--- src/rtl/prbs_pkg.sv ---
// Package: shared types and per-length constants for the PRBS generator.
// Assumes the longest sequence needs no more than PRBS_MAX_DEG stages.
package prbs_pkg;

    localparam int PRBS_MAX_DEG = 31;
    localparam int PRBS_NUM_LEN = 4;

    typedef enum logic [1:0] {
        PAT_P7  = 2'd0,
        PAT_P15 = 2'd1,
        PAT_P23 = 2'd2,
        PAT_P31 = 2'd3
    } pat_sel_e;

    // Register length (polynomial degree) for each select code.
    function automatic int deg_of(input int idx);
        case (idx)
            0:       return 7;
            1:       return 15;
            2:       return 23;
            default: return 31;
        endcase
    endfunction

    // Second feedback stage (middle term of the trinomial) for each select code.
    function automatic int tap_of(input int idx);
        case (idx)
            0:       return 6;
            1:       return 14;
            2:       return 18;
            default: return 28;
        endcase
    endfunction

    // All-ones mask that covers the stages used by one sequence length.
    function automatic logic [PRBS_MAX_DEG-1:0] seed_mask(input pat_sel_e sel);
        logic [PRBS_MAX_DEG-1:0] m;
        m = '0;
        for (int i = 0; i < PRBS_MAX_DEG; i++) begin
            if (i < deg_of(int'(sel))) m[i] = 1'b1;
        end
        return m;
    endfunction

endpackage

--- src/rtl/prbs_unroll.sv ---
// Module: prbs_unroll
// Purely combinational. It computes the next W output bits of one Fibonacci
// LFSR with the trinomial x^DEG + x^TAP + 1, starting from the given state.
// The earliest bit goes to word[W-1]. Assumes W >= DEG, so the state after W
// steps equals word[DEG-1:0] and the caller can take it from the word.
module prbs_unroll #(
    parameter int DEG = 7,
    parameter int TAP = 6,
    parameter int W   = 64
) (
    input  logic [DEG-1:0] state_in,
    output logic [W-1:0]   word
);

    // Step the register W times, recording each feedback bit MSB first.
    function automatic logic [W-1:0] run_steps(input logic [DEG-1:0] s0);
        logic [DEG-1:0] s;
        logic [W-1:0]   acc;
        logic           fb;
        s   = s0;
        acc = '0;
        for (int i = 0; i < W; i++) begin
            fb           = s[DEG-1] ^ s[TAP-1];
            acc[W-1-i]   = fb;
            s            = {s[DEG-2:0], fb};
        end
        return acc;
    endfunction

    // Whole unrolled network in one combinational cone.
    always_comb begin
        word = run_steps(state_in);
    end

endmodule

--- src/rtl/prbs_core.sv ---
// Module: prbs_core
// Holds one shared state register and the active select. One unrolled
// network per sequence length sits on top of the register, and the active
// length picks which word leaves the block and which next state is loaded.
// A reset or a select change loads all ones for the new length; otherwise
// the state advances by W bits whenever 'advance' is high.
// Assumes W >= PRBS_MAX_DEG.
module prbs_core
    import prbs_pkg::*;
#(
    parameter int W = 64
) (
    input  logic                    clk,
    input  logic                    rst_n,
    input  logic                    en,
    input  logic [1:0]              pat_sel,
    output pat_sel_e                sel_q,
    output logic [PRBS_MAX_DEG-1:0] state_q,
    output logic                    reseed,
    output logic                    advance,
    output logic [W-1:0]            word
);

    localparam int NL = PRBS_NUM_LEN;

    logic [W-1:0]            words [NL];
    logic [PRBS_MAX_DEG-1:0] next_state;

    // One unrolled network per supported sequence length.
    for (genvar g = 0; g < NL; g++) begin : g_len
        localparam int D = deg_of(g);
        localparam int T = tap_of(g);
        prbs_unroll #(.DEG(D), .TAP(T), .W(W)) u_unroll (
            .state_in (state_q[D-1:0]),
            .word     (words[g])
        );
    end

    // Decide between a reseed and an advance for this cycle.
    always_comb begin
        reseed  = (pat_sel != sel_q);
        advance = en && !reseed;
    end

    // Pick the active length's word; its low bits form the next state.
    always_comb begin
        word       = words[sel_q];
        next_state = word[PRBS_MAX_DEG-1:0] & seed_mask(sel_q);
    end

    // State and active-select register with seeding on reset or change.
    always_ff @(posedge clk) begin
        if (!rst_n || reseed) begin
            sel_q   <= pat_sel_e'(pat_sel);
            state_q <= seed_mask(pat_sel_e'(pat_sel));
        end else if (advance) begin
            state_q <= next_state;
        end
    end

endmodule

--- src/rtl/prbs_out_stage.sv ---
// Module: prbs_out_stage
// Registers the word and its valid flag, and applies error insertion.
// An error request inverts bit 0 of the word produced at that edge. If no
// word is produced at that edge, the request is held until the next one.
// The generator state never sees the inverted bit.
module prbs_out_stage #(
    parameter int W = 64
) (
    input  logic         clk,
    input  logic         rst_n,
    input  logic         advance,
    input  logic         err_inj,
    input  logic [W-1:0] word,
    output logic [W-1:0] data_out,
    output logic         data_vld,
    output logic         err_pend
);

    logic         flip;
    logic [W-1:0] err_mask;

    // Combine a live request with one left over from an idle cycle.
    always_comb begin
        flip     = err_inj || err_pend;
        err_mask = {{(W-1){1'b0}}, flip};
    end

    // Output word, valid flag and pending-error register.
    always_ff @(posedge clk) begin
        if (!rst_n) begin
            data_out <= '0;
            data_vld <= 1'b0;
            err_pend <= 1'b0;
        end else begin
            data_vld <= advance;
            if (advance) begin
                data_out <= word ^ err_mask;
                err_pend <= 1'b0;
            end else begin
                err_pend <= flip;
            end
        end
    end

endmodule

--- src/rtl/prbs_pattern_gen.sv ---
// Module: prbs_pattern_gen (top)
// Selectable PRBS source that delivers W bits per enabled clock to a link
// transmitter. It joins the state/select core to the output stage.
// Assumes a synchronous active-low reset and W >= 31.
module prbs_pattern_gen
    import prbs_pkg::*;
#(
    parameter int W = 64
) (
    input  logic         clk,
    input  logic         rst_n,
    input  logic         en,
    input  logic [1:0]   pat_sel,
    input  logic         err_inj,
    output logic [W-1:0] data_out,
    output logic         data_vld
);

    pat_sel_e                sel_q;
    logic [PRBS_MAX_DEG-1:0] state_q;
    logic                    reseed;
    logic                    advance;
    logic [W-1:0]            word;
    logic                    err_pend;

    prbs_core #(.W(W)) u_core (
        .clk     (clk),
        .rst_n   (rst_n),
        .en      (en),
        .pat_sel (pat_sel),
        .sel_q   (sel_q),
        .state_q (state_q),
        .reseed  (reseed),
        .advance (advance),
        .word    (word)
    );

    prbs_out_stage #(.W(W)) u_out (
        .clk      (clk),
        .rst_n    (rst_n),
        .advance  (advance),
        .err_inj  (err_inj),
        .word     (word),
        .data_out (data_out),
        .data_vld (data_vld),
        .err_pend (err_pend)
    );

endmodule

--- config.mk ---
export PLATFORM = sky130hd
export DESIGN_NAME = prbs_pattern_gen
export DESIGN_NICKNAME = d
export VERILOG_FILES = /design/src/rtl/prbs_pkg.sv /design/src/rtl/prbs_unroll.sv /design/src/rtl/prbs_core.sv /design/src/rtl/prbs_out_stage.sv /design/src/rtl/prbs_pattern_gen.sv
export SDC_FILE = /design/constraint.sdc
export NUM_CORES = 1
export LEC_CHECK = 0
export ABC_AREA = 1
export BUFFER_PORTS_ARGS = -buffer_cell sky130_fd_sc_hd__buf_2
export CORE_MARGIN = 5
export CORE_UTILIZATION = 61
export CTS_CLUSTER_SIZE = 30
export DETAILED_ROUTE_END_ITERATION = 10
export PLACE_DENSITY = 0.82
export SLEW_MARGIN = 30
export SYNTH_ARGS = -nofsm -noshare
export SYNTH_HDL_FRONTEND = slang
export SYNTH_SLANG_ARGS = --single-unit
--- constraint.sdc ---
create_clock -name clk -period 3.4 [get_ports clk]
set_clock_uncertainty 0.1 [all_clocks]
set_input_delay 0.34 -clock clk [delete_from_list [all_inputs] [get_ports clk]]
set_output_delay 0.34 -clock clk [all_outputs]
set_load 0.05 [all_outputs]
==> results_tabular.tex, run 1 <==
\begin{tabular}{lr}
\hline
Metric & Value \\
\hline
\multicolumn{2}{l}{\textbf{Die}} \\
\quad Die extent in y & between 100 and 150 um \\
\quad Number of rows created at floorplan & 41 \\
\quad Placeable core region & 0.0125 sq mm \\
\quad Initial cell density of the core & between 60\% and 70\% \\
\quad Horizontal die dimension & approximately 120 um \\
\quad Die area & 0.0151 sq mm \\
\quad Number of top-level pins & slightly above 70 \\
\multicolumn{2}{l}{\textbf{Global route}} \\
\quad Total global-route track usage & 46.4\% \\
\quad Maximum number of pins on one net before global-route repair & 41 \\
\quad Number of antenna violations at the first check in global routing & 3 \\
\quad Total grt overflow & 0 \\
\quad First-pass GRT wire length & between 50 and 60 mm \\
\quad Number of global-route vias before repair & between 8000 and 9000 \\
\multicolumn{2}{l}{\textbf{Synth}} \\
\quad FFs w/ async S/R, synth & 0\% \\
\quad Syn Area/Cell & around 7.0 sq um \\
\quad Synthesized Nets & approximately 1100 \\
\quad Count of warnings emitted by yosys & 0 \\
\quad Main flop type after synthesis & sky130\_fd\_sc\_hd\_\_dfxtp\_1 \\
\quad Count of state elements after synthesis & 99 \\
\quad Syn Std Cell Area & 0.00775 sq mm \\
\quad Number of library cell types mapped by synthesis & between 40 and 50 \\
\quad Leading cell types by total area after synthesis & sky130\_fd\_sc\_hd\_\_dfxtp\_1 (17\%), sky130\_fd\_sc\_hd\_\_nand2\_1 (15\%), sky130\_fd\_sc\_hd\_\_edfxtp\_1 (13\%) \\
\quad Number of enable-type register cells in the synthesized netlist & 33 \\
\quad Share of the synthesized area in the top cell type & approximately 17\% \\
\quad Syn Inst Count & 1109 \\
\quad Part of the Yosys area used for sequential elements & 29.8\% \\
\quad Dominant cell type by area after synthesis & sky130\_fd\_sc\_hd\_\_dfxtp\_1 \\
\multicolumn{2}{l}{\textbf{Place}} \\
\quad IO Port Bufs & 70 \\
\quad Routability-driven placement congestion ratio & 1.18 \\
\quad Placed wire-length estimate after detailed placement & 26.2 mm \\
\quad Worst slack, placed & between 0.3 and 0.4 ns \\
\multicolumn{2}{l}{\textbf{STA}} \\
\quad Relative slew slack & between 30\% and 40\% \\
\quad Highest Clock Rate & between 300 and 400 MHz \\
\quad Period minus WS final & 3.25 ns \\
\quad Post-route fraction of the period consumed by the critical path & a little over nine tenths \\
\quad Sum Neg Setup Slack & 0 ns \\
\quad Total setup violations reported at the end of the flow & 0 \\
\quad Measured slew at the worst slew-check pin & about 0.95 ns \\
\quad Number of max-slew violations in the final report & 0 \\
\quad Setup repair after global routing missed its margin & no \\
\quad Final-report hold violation count & 0 \\
\quad Worst setup margin & roughly 0.15 ns \\
\multicolumn{2}{l}{\textbf{Routing}} \\
\quad Via/cell ratio & 6.56 \\
\quad Wire per inst & 25.5 um \\
\quad Number of iterations in the first detailed-routing pass & 6 \\
\quad Count of antenna-violating nets left after detailed routing & 0 \\
\quad DRC violation total after the first TritonRoute iteration & roughly 1600 \\
\quad Residual DRC count & 0 \\
\quad Via count & 8852 \\
\quad Overall routed net length & 34.4 mm \\
\multicolumn{2}{l}{\textbf{Clock tree}} \\
\quad Max Buffers Root-to-Sink & 2 \\
\quad Clock slew at reported path FFs & 0.07 ns \\
\quad Clk Tree Root Cell & sky130\_fd\_sc\_hd\_\_clkbuf\_16 \\
\quad Cells resized by post-CTS repair & 0 \\
\quad TritonCTS buffer count & 9 \\
\quad H-tree depth & 3 \\
\quad Postcts setup bufs & 0 \\
\quad TritonCTS sink count & 99 \\
\quad TritonCTS clock tree & yes \\
\quad Hold-fix buffers, CTS & 0 \\
\quad Clock insertion delay at the later pin of the skew report & $\sim$0.36 ns \\
\multicolumn{2}{l}{\textbf{Layout}} \\
\quad Area added between synthesis and finish & 12.1\% \\
\quad Number of fill cells & between 1000 and 1500 \\
\quad Share of cells above drive strength 1 & 16.4\% \\
\quad Diode count & 0 \\
\quad Final net count & 1179 \\
\multicolumn{2}{l}{\textbf{Setup path}} \\
\quad Type of the worst setup path & register to register \\
\quad Arrival time of the worst setup path & 3.27 ns \\
\quad Crit start category & register \\
\quad Largest fanout of any net on the critical path & 13 \\
\quad Kind of capture point of the worst setup path & register \\
\quad WP data required & 3.42 ns \\
\multicolumn{2}{l}{\textbf{Power and ir drop}} \\
\quad IR Drop Worst-Case VDD & between 0.3 and 0.4 mV \\
\quad Leak pwr & 3.91 nW \\
\quad Power per standard cell area & 693 mW/mm\^{}2 \\
\multicolumn{2}{l}{\textbf{Flow run}} \\
\quad Total of max-cap violations & 0 \\
\multicolumn{2}{l}{\textbf{Worst hold path}} \\
\quad Class of the worst hold path & input pin to register \\
\multicolumn{2}{l}{\textbf{Status}} \\
\quad Status & completed \\
\hline
\end{tabular}
[cells in the mapped netlist, drive strengths merged, types with 2 or more instances]
library cell / number
a211oi: 4
a21oi: 59
a221oi: 10
a22o: 13
a22oi: 6
a31oi: 4
a32o: 2
buf: 28
clkbuf: 42
clkinv: 2
dfxtp: 66
edfxtp: 33
inv: 70
nand2: 324
nand3: 69
nor2: 59
nor3: 4
o2111ai: 7
o211ai: 19
o21ai: 130
o221ai: 5
o22ai: 14
o31ai: 4
or2: 9
xnor2: 62
xnor3: 2
xor2: 57
[state kept, by name, summed over array words and instances (netlist names)]
signal,count
u_out.data_out,64
u_core.state_q,31
u_core.sel_q,2
u_out.data_vld,1
u_out.err_pend,1
[per-stage QoR]
stage	total power, mW	area (sq um)	hold WS, ns	instances	utilization, %
6_report	6.02	8690	0.118	1350	69.4
3_3_place_gp	4.76	8390	0.332	1334	67.0
3_5_place_dp	4.76	8390	0.336	1334	67.0
2_1_floorplan	3.72	7750	0.339	1109	-
5_1_grt	6.21	8690	0.129	1350	69.4
4_1_cts	5.80	8690	0.111	1350	69.4
[cell families after synthesis]
family	count (synthesis)	share of synthesized area, %
AOI/OAI and AO/OA	281	21.5
xor gates and xnor gates	121	15.1
buffers and inverters	142	8.15
DFF	99	29.8
muxes	1	0.129
and+or+nand+nor	465	25.3
[layout by cell type, fill, tap and decap left out, types with 8 or more instances in the layout]
master and n:
sky130_fd_sc_hd__nand2_2 17, sky130_fd_sc_hd__dfxtp_1 66, sky130_fd_sc_hd__o21ai_0 125, sky130_fd_sc_hd__a21oi_1 59, sky130_fd_sc_hd__or2_2 9, sky130_fd_sc_hd__edfxtp_1 33, sky130_fd_sc_hd__o211ai_1 19, sky130_fd_sc_hd__xnor2_1 56
sky130_fd_sc_hd__buf_4 50, sky130_fd_sc_hd__inv_1 62, sky130_fd_sc_hd__a221oi_1 10, sky130_fd_sc_hd__nor2_1 58, sky130_fd_sc_hd__buf_2 70, sky130_fd_sc_hd__o22ai_1 14, sky130_fd_sc_hd__inv_2 8, sky130_fd_sc_hd__nand3_1 65
sky130_fd_sc_hd__nand2_1 302, sky130_fd_sc_hd__a22o_1 13, sky130_fd_sc_hd__clkbuf_16 10, sky130_fd_sc_hd__xor2_1 52
[path summary, 6_finish.rpt]
check                startpoint                 end  slack [ns]  depth (start not counted)
min                  pat_sel[0]     u_core.sel_q[0]        0.12                          1
min reg2reg  u_out.data_out[54]  u_out.data_out[54]        0.35                          2
max           u_core.state_q[4]   u_core.state_q[1]        0.15                         14
max reg2reg   u_core.state_q[4]   u_core.state_q[1]        0.15                         14
[worst max-delay path: stages (launching register included)]
cell	delay, ns
sky130_fd_sc_hd__edfxtp_1	0.67
sky130_fd_sc_hd__inv_2	0.32
sky130_fd_sc_hd__nand2_1	0.08
sky130_fd_sc_hd__nand2_1	0.23
sky130_fd_sc_hd__nand2_2	0.13
sky130_fd_sc_hd__nand2_4	0.15
sky130_fd_sc_hd__nand2_1	0.12
sky130_fd_sc_hd__nand2_2	0.15
sky130_fd_sc_hd__xor2_2	0.23
sky130_fd_sc_hd__xor2_1	0.23
sky130_fd_sc_hd__nor2_1	0.08
sky130_fd_sc_hd__nand2_1	0.25
sky130_fd_sc_hd__nand3_1	0.11
sky130_fd_sc_hd__nand2_1	0.09
sky130_fd_sc_hd__nand2_1	0.05
[cell type report]
| class | count | area (sq um) | area share, % |
|---|---|---|---|
| Clock inverter | 5 | 41.3 | 0.475 |
| Tap cell | 172 | 215 | 2.48 |
| Sequential cell | 99 | 2310 | 26.6 |
| Multi-Input combinational cell | 868 | 4810 | 55.4 |
| Clock buffer | 11 | 254 | 2.92 |
| Inverter | 72 | 270 | 3.11 |
| Timing Repair Buffer | 123 | 786 | 9.05 |
[routing by layer]
metal,vias to the layer above,track usage (%),wire (um)
met4,4,31.3,2960
li1,3853,-,-
met3,205,15.8,5210
met5,-,0,29
met2,788,66.7,14000
met1,4002,58.4,12200
[power breakdown]
part           total, mW  switching, mW  internal [mW]
Sequential          1.50          0.154           1.35
Clock               1.04          0.491          0.550
Combinational       3.48           2.44           1.03
No activity file was read; power rests on OpenSTA's default activity.
==> run 2, diff against run 1 <==
--- a/config.mk
+++ b/config.mk
@@ -11,7 +11,9 @@
 export CORE_UTILIZATION = 61
 export CTS_CLUSTER_SIZE = 30
 export DETAILED_ROUTE_END_ITERATION = 10
+export GPL_TIMING_DRIVEN = 0
 export PLACE_DENSITY = 0.82
+export REMOVE_ABC_BUFFERS = 1
 export SLEW_MARGIN = 30
 export SYNTH_ARGS = -nofsm -noshare
 export SYNTH_HDL_FRONTEND = slang
==> results_tabular.tex, run 2 (synthesized netlist as in run 1, its figures left out) <==
\begin{tabular}{lr}
\hline
Metric & Value \\
\hline
\multicolumn{2}{l}{\textbf{Clock tree}} \\
\quad H-tree depth & 3 \\
\quad TritonCTS sink count & 99 \\
\quad TritonCTS clock tree & yes \\
\quad Hold-fix buffers, CTS & 0 \\
\quad TritonCTS buffer count & 9 \\
\quad Max Buffers Root-to-Sink & 2 \\
\quad Clock insertion delay at the later pin of the skew report & 0.36 ns \\
\quad Clk Tree Root Cell & sky130\_fd\_sc\_hd\_\_clkbuf\_16 \\
\quad Clock slew at reported path FFs & approximately 0.070 ns \\
\multicolumn{2}{l}{\textbf{Layout}} \\
\quad Register with the most flip-flops & u\_out.data\_out \\
\quad Biggest registers after layout & u\_out.data\_out: 64 flops, u\_core.state\_q: 31 flops, u\_core.sel\_q: 2 flops \\
\quad Area added between synthesis and finish & 10.7\% \\
\quad Most common cell after layout, fill and taps aside & sky130\_fd\_sc\_hd\_\_nand2\_1 \\
\quad Diode count & 0 \\
\quad Max FFs per register & 64 \\
\quad Highest-count cells in the layout ignoring fill and taps & sky130\_fd\_sc\_hd\_\_nand2\_1 (301), sky130\_fd\_sc\_hd\_\_o21ai\_0 (125), sky130\_fd\_sc\_hd\_\_buf\_2 (70) \\
\quad Layout Cell Area excl Fill & 0.00858 sq mm \\
\quad Layout Utilization & 68.5\% \\
\quad Non-filler instance count after layout & approximately 1300 \\
\quad Number of fill cells & between 1000 and 1500 \\
\quad Share of cells above drive strength 1 & 15.5\% \\
\quad Final net count & 1154 \\
\multicolumn{2}{l}{\textbf{Die}} \\
\quad Placeable core region & 0.0125 sq mm \\
\quad Die area & between 0.015 and 0.02 sq mm \\
\quad Number of rows created at floorplan & a little over 40 \\
\quad Die extent in y & 123 um \\
\quad Number of top-level pins & 71 \\
\quad Initial cell density of the core & between 60\% and 70\% \\
\quad Horizontal die dimension & 123 um \\
\multicolumn{2}{l}{\textbf{STA}} \\
\quad Measured slew at the worst slew-check pin & 0.968 ns \\
\quad Period minus WS final & 3.41 ns \\
\quad Number of max-slew violations in the final report & 0 \\
\quad Highest Clock Rate & about 290 MHz \\
\quad Worst setup margin & -0.0113 ns \\
\quad Post-route fraction of the period consumed by the critical path & 100\% \\
\quad Setup repair after global routing missed its margin & no \\
\quad Relative slew slack & 35.4\% \\
\quad Total setup violations reported at the end of the flow & 2 \\
\quad Final-report hold violation count & 0 \\
\multicolumn{2}{l}{\textbf{Status}} \\
\quad Violated checks & setup timing \\
\quad Status & finished, violations left \\
\multicolumn{2}{l}{\textbf{Place}} \\
\quad Placed Cells incl. Taps & 1286 \\
\quad Placed wire-length estimate after detailed placement & 21.6 mm \\
\quad Routability-driven placement congestion ratio & 1.08 \\
\quad Worst slack, placed & -0.188 ns \\
\quad Total placed instance area & 0.00805 sq mm \\
\quad IO Port Bufs & 70 \\
\multicolumn{2}{l}{\textbf{Power and ir drop}} \\
\quad IR Drop Worst-Case VDD & around 0.4 mV \\
\quad Power per standard cell area & $\sim$700 mW/mm\^{}2 \\
\quad Leak pwr & 3.79 nW \\
\quad Pwr Total & 5.97 mW \\
\multicolumn{2}{l}{\textbf{Global route}} \\
\quad Total global-route track usage & 41.1\% \\
\quad Number of antenna violations at the first check in global routing & 1 \\
\quad Maximum number of pins on one net before global-route repair & 63 \\
\quad First-pass GRT wire length & 45.7 mm \\
\quad Total grt overflow & 0 \\
\quad Number of global-route vias before repair & roughly 7700 \\
\multicolumn{2}{l}{\textbf{Routing}} \\
\quad Via count & 8604 \\
\quad DRC violation total after the first TritonRoute iteration & 1249 \\
\quad Count of antenna-violating nets left after detailed routing & 0 \\
\quad Overall routed net length & 30.8 mm \\
\quad Number of iterations in the first detailed-routing pass & 6 \\
\quad Wire per inst & 23.3 um \\
\quad Residual DRC count & 0 \\
\quad Via/cell ratio & 6.50 \\
\multicolumn{2}{l}{\textbf{Flow run}} \\
\quad Total of max-cap violations & 0 \\
\multicolumn{2}{l}{\textbf{Setup path}} \\
\quad Reg-to-reg setup timing slack & -0.01 ns \\
\quad Crit start category & register \\
\quad Arrival time of the worst setup path & about 3.4 ns \\
\quad Largest fanout of any net on the critical path & 61 \\
\quad Kind of capture point of the worst setup path & register \\
\quad Type of the worst setup path & register to register \\
\quad WP data required & approximately 3.4 ns \\
\multicolumn{2}{l}{\textbf{Worst hold path}} \\
\quad Class of the worst hold path & input pin to register \\
\hline
\end{tabular}
[run 2: worst paths after layout]
| check | start | end | cells after the start |
|---|---|---|---|
| worst max-delay path | u_core.sel_q[0] | u_core.state_q[24] | 5 |
| worst min-delay path | pat_sel[0] | u_core.sel_q[0] | 1 |
| worst max register to register | u_core.sel_q[0] | u_core.state_q[24] | 5 |
| worst min register to register | u_out.data_out[14] | u_out.data_out[14] | 2 |
[run 2: routing by layer]
layer | vias to the layer above | part of all wire, % | global-route usage, %
met5 | - | 0.049 | 0
li1 | 3811 | - | -
met4 | 2 | 7.5 | 24.0
met3 | 182 | 15 | 13.1
met2 | 726 | 41 | 59.4
met1 | 3883 | 37 | 53.6
[run 2: repair_timing]
action / CTS / global route
gates resized for setup: 2 / 3
pin swaps: 1 / 0
gates cloned: 1 / 0
endpoints found under the setup margin: 17 / 24
buffers inserted: 5 / 17
[run 2: metrics by stage]
| stage | hold slack (ns) | TNS, ns |
|---|---|---|
| 2_1_floorplan | 0.339 | -15.07 |
| 3_3_place_gp | 0.333 | -249.96 |
| 3_5_place_dp | 0.334 | -0.801 |
| 4_1_cts | 0.111 | 0 |
| 5_1_grt | 0.117 | 0 |
| 6_report | 0.114 | -0.0184 |
[run 2: layout make-up]
class | instances | area [sq um] | share of cell area (%)
Multi-Input combinational cell | 869 | 4850 | 56.5
Sequential cell | 99 | 2310 | 27.0
Timing Repair Buffer | 97 | 579 | 6.75
Inverter | 72 | 288 | 3.35
Clock buffer | 9 | 225 | 2.63
Tap cell | 172 | 215 | 2.51
Clock inverter | 6 | 113 | 1.31
[run 2: power breakdown]
part | total [mW] | leakage, nW | internal, mW | switching [mW]
sequential | 1.53 | 0.869 | 1.35 | 0.182
clock | 1.19 | 0.166 | 0.719 | 0.475
combinational | 3.25 | 2.76 | 0.958 | 2.29
total | 5.97 | 3.79 | 3.02 | 2.95
[run 2: worst max-delay path, cell delays in order, from the launching register on]
cell and delay (ns):
sky130_fd_sc_hd__edfxtp_1 0.80, sky130_fd_sc_hd__inv_4 0.45, sky130_fd_sc_hd__nor2_4 0.50, sky130_fd_sc_hd__inv_1 0.51
sky130_fd_sc_hd__o221ai_1 0.62, sky130_fd_sc_hd__o21ai_0 0.14
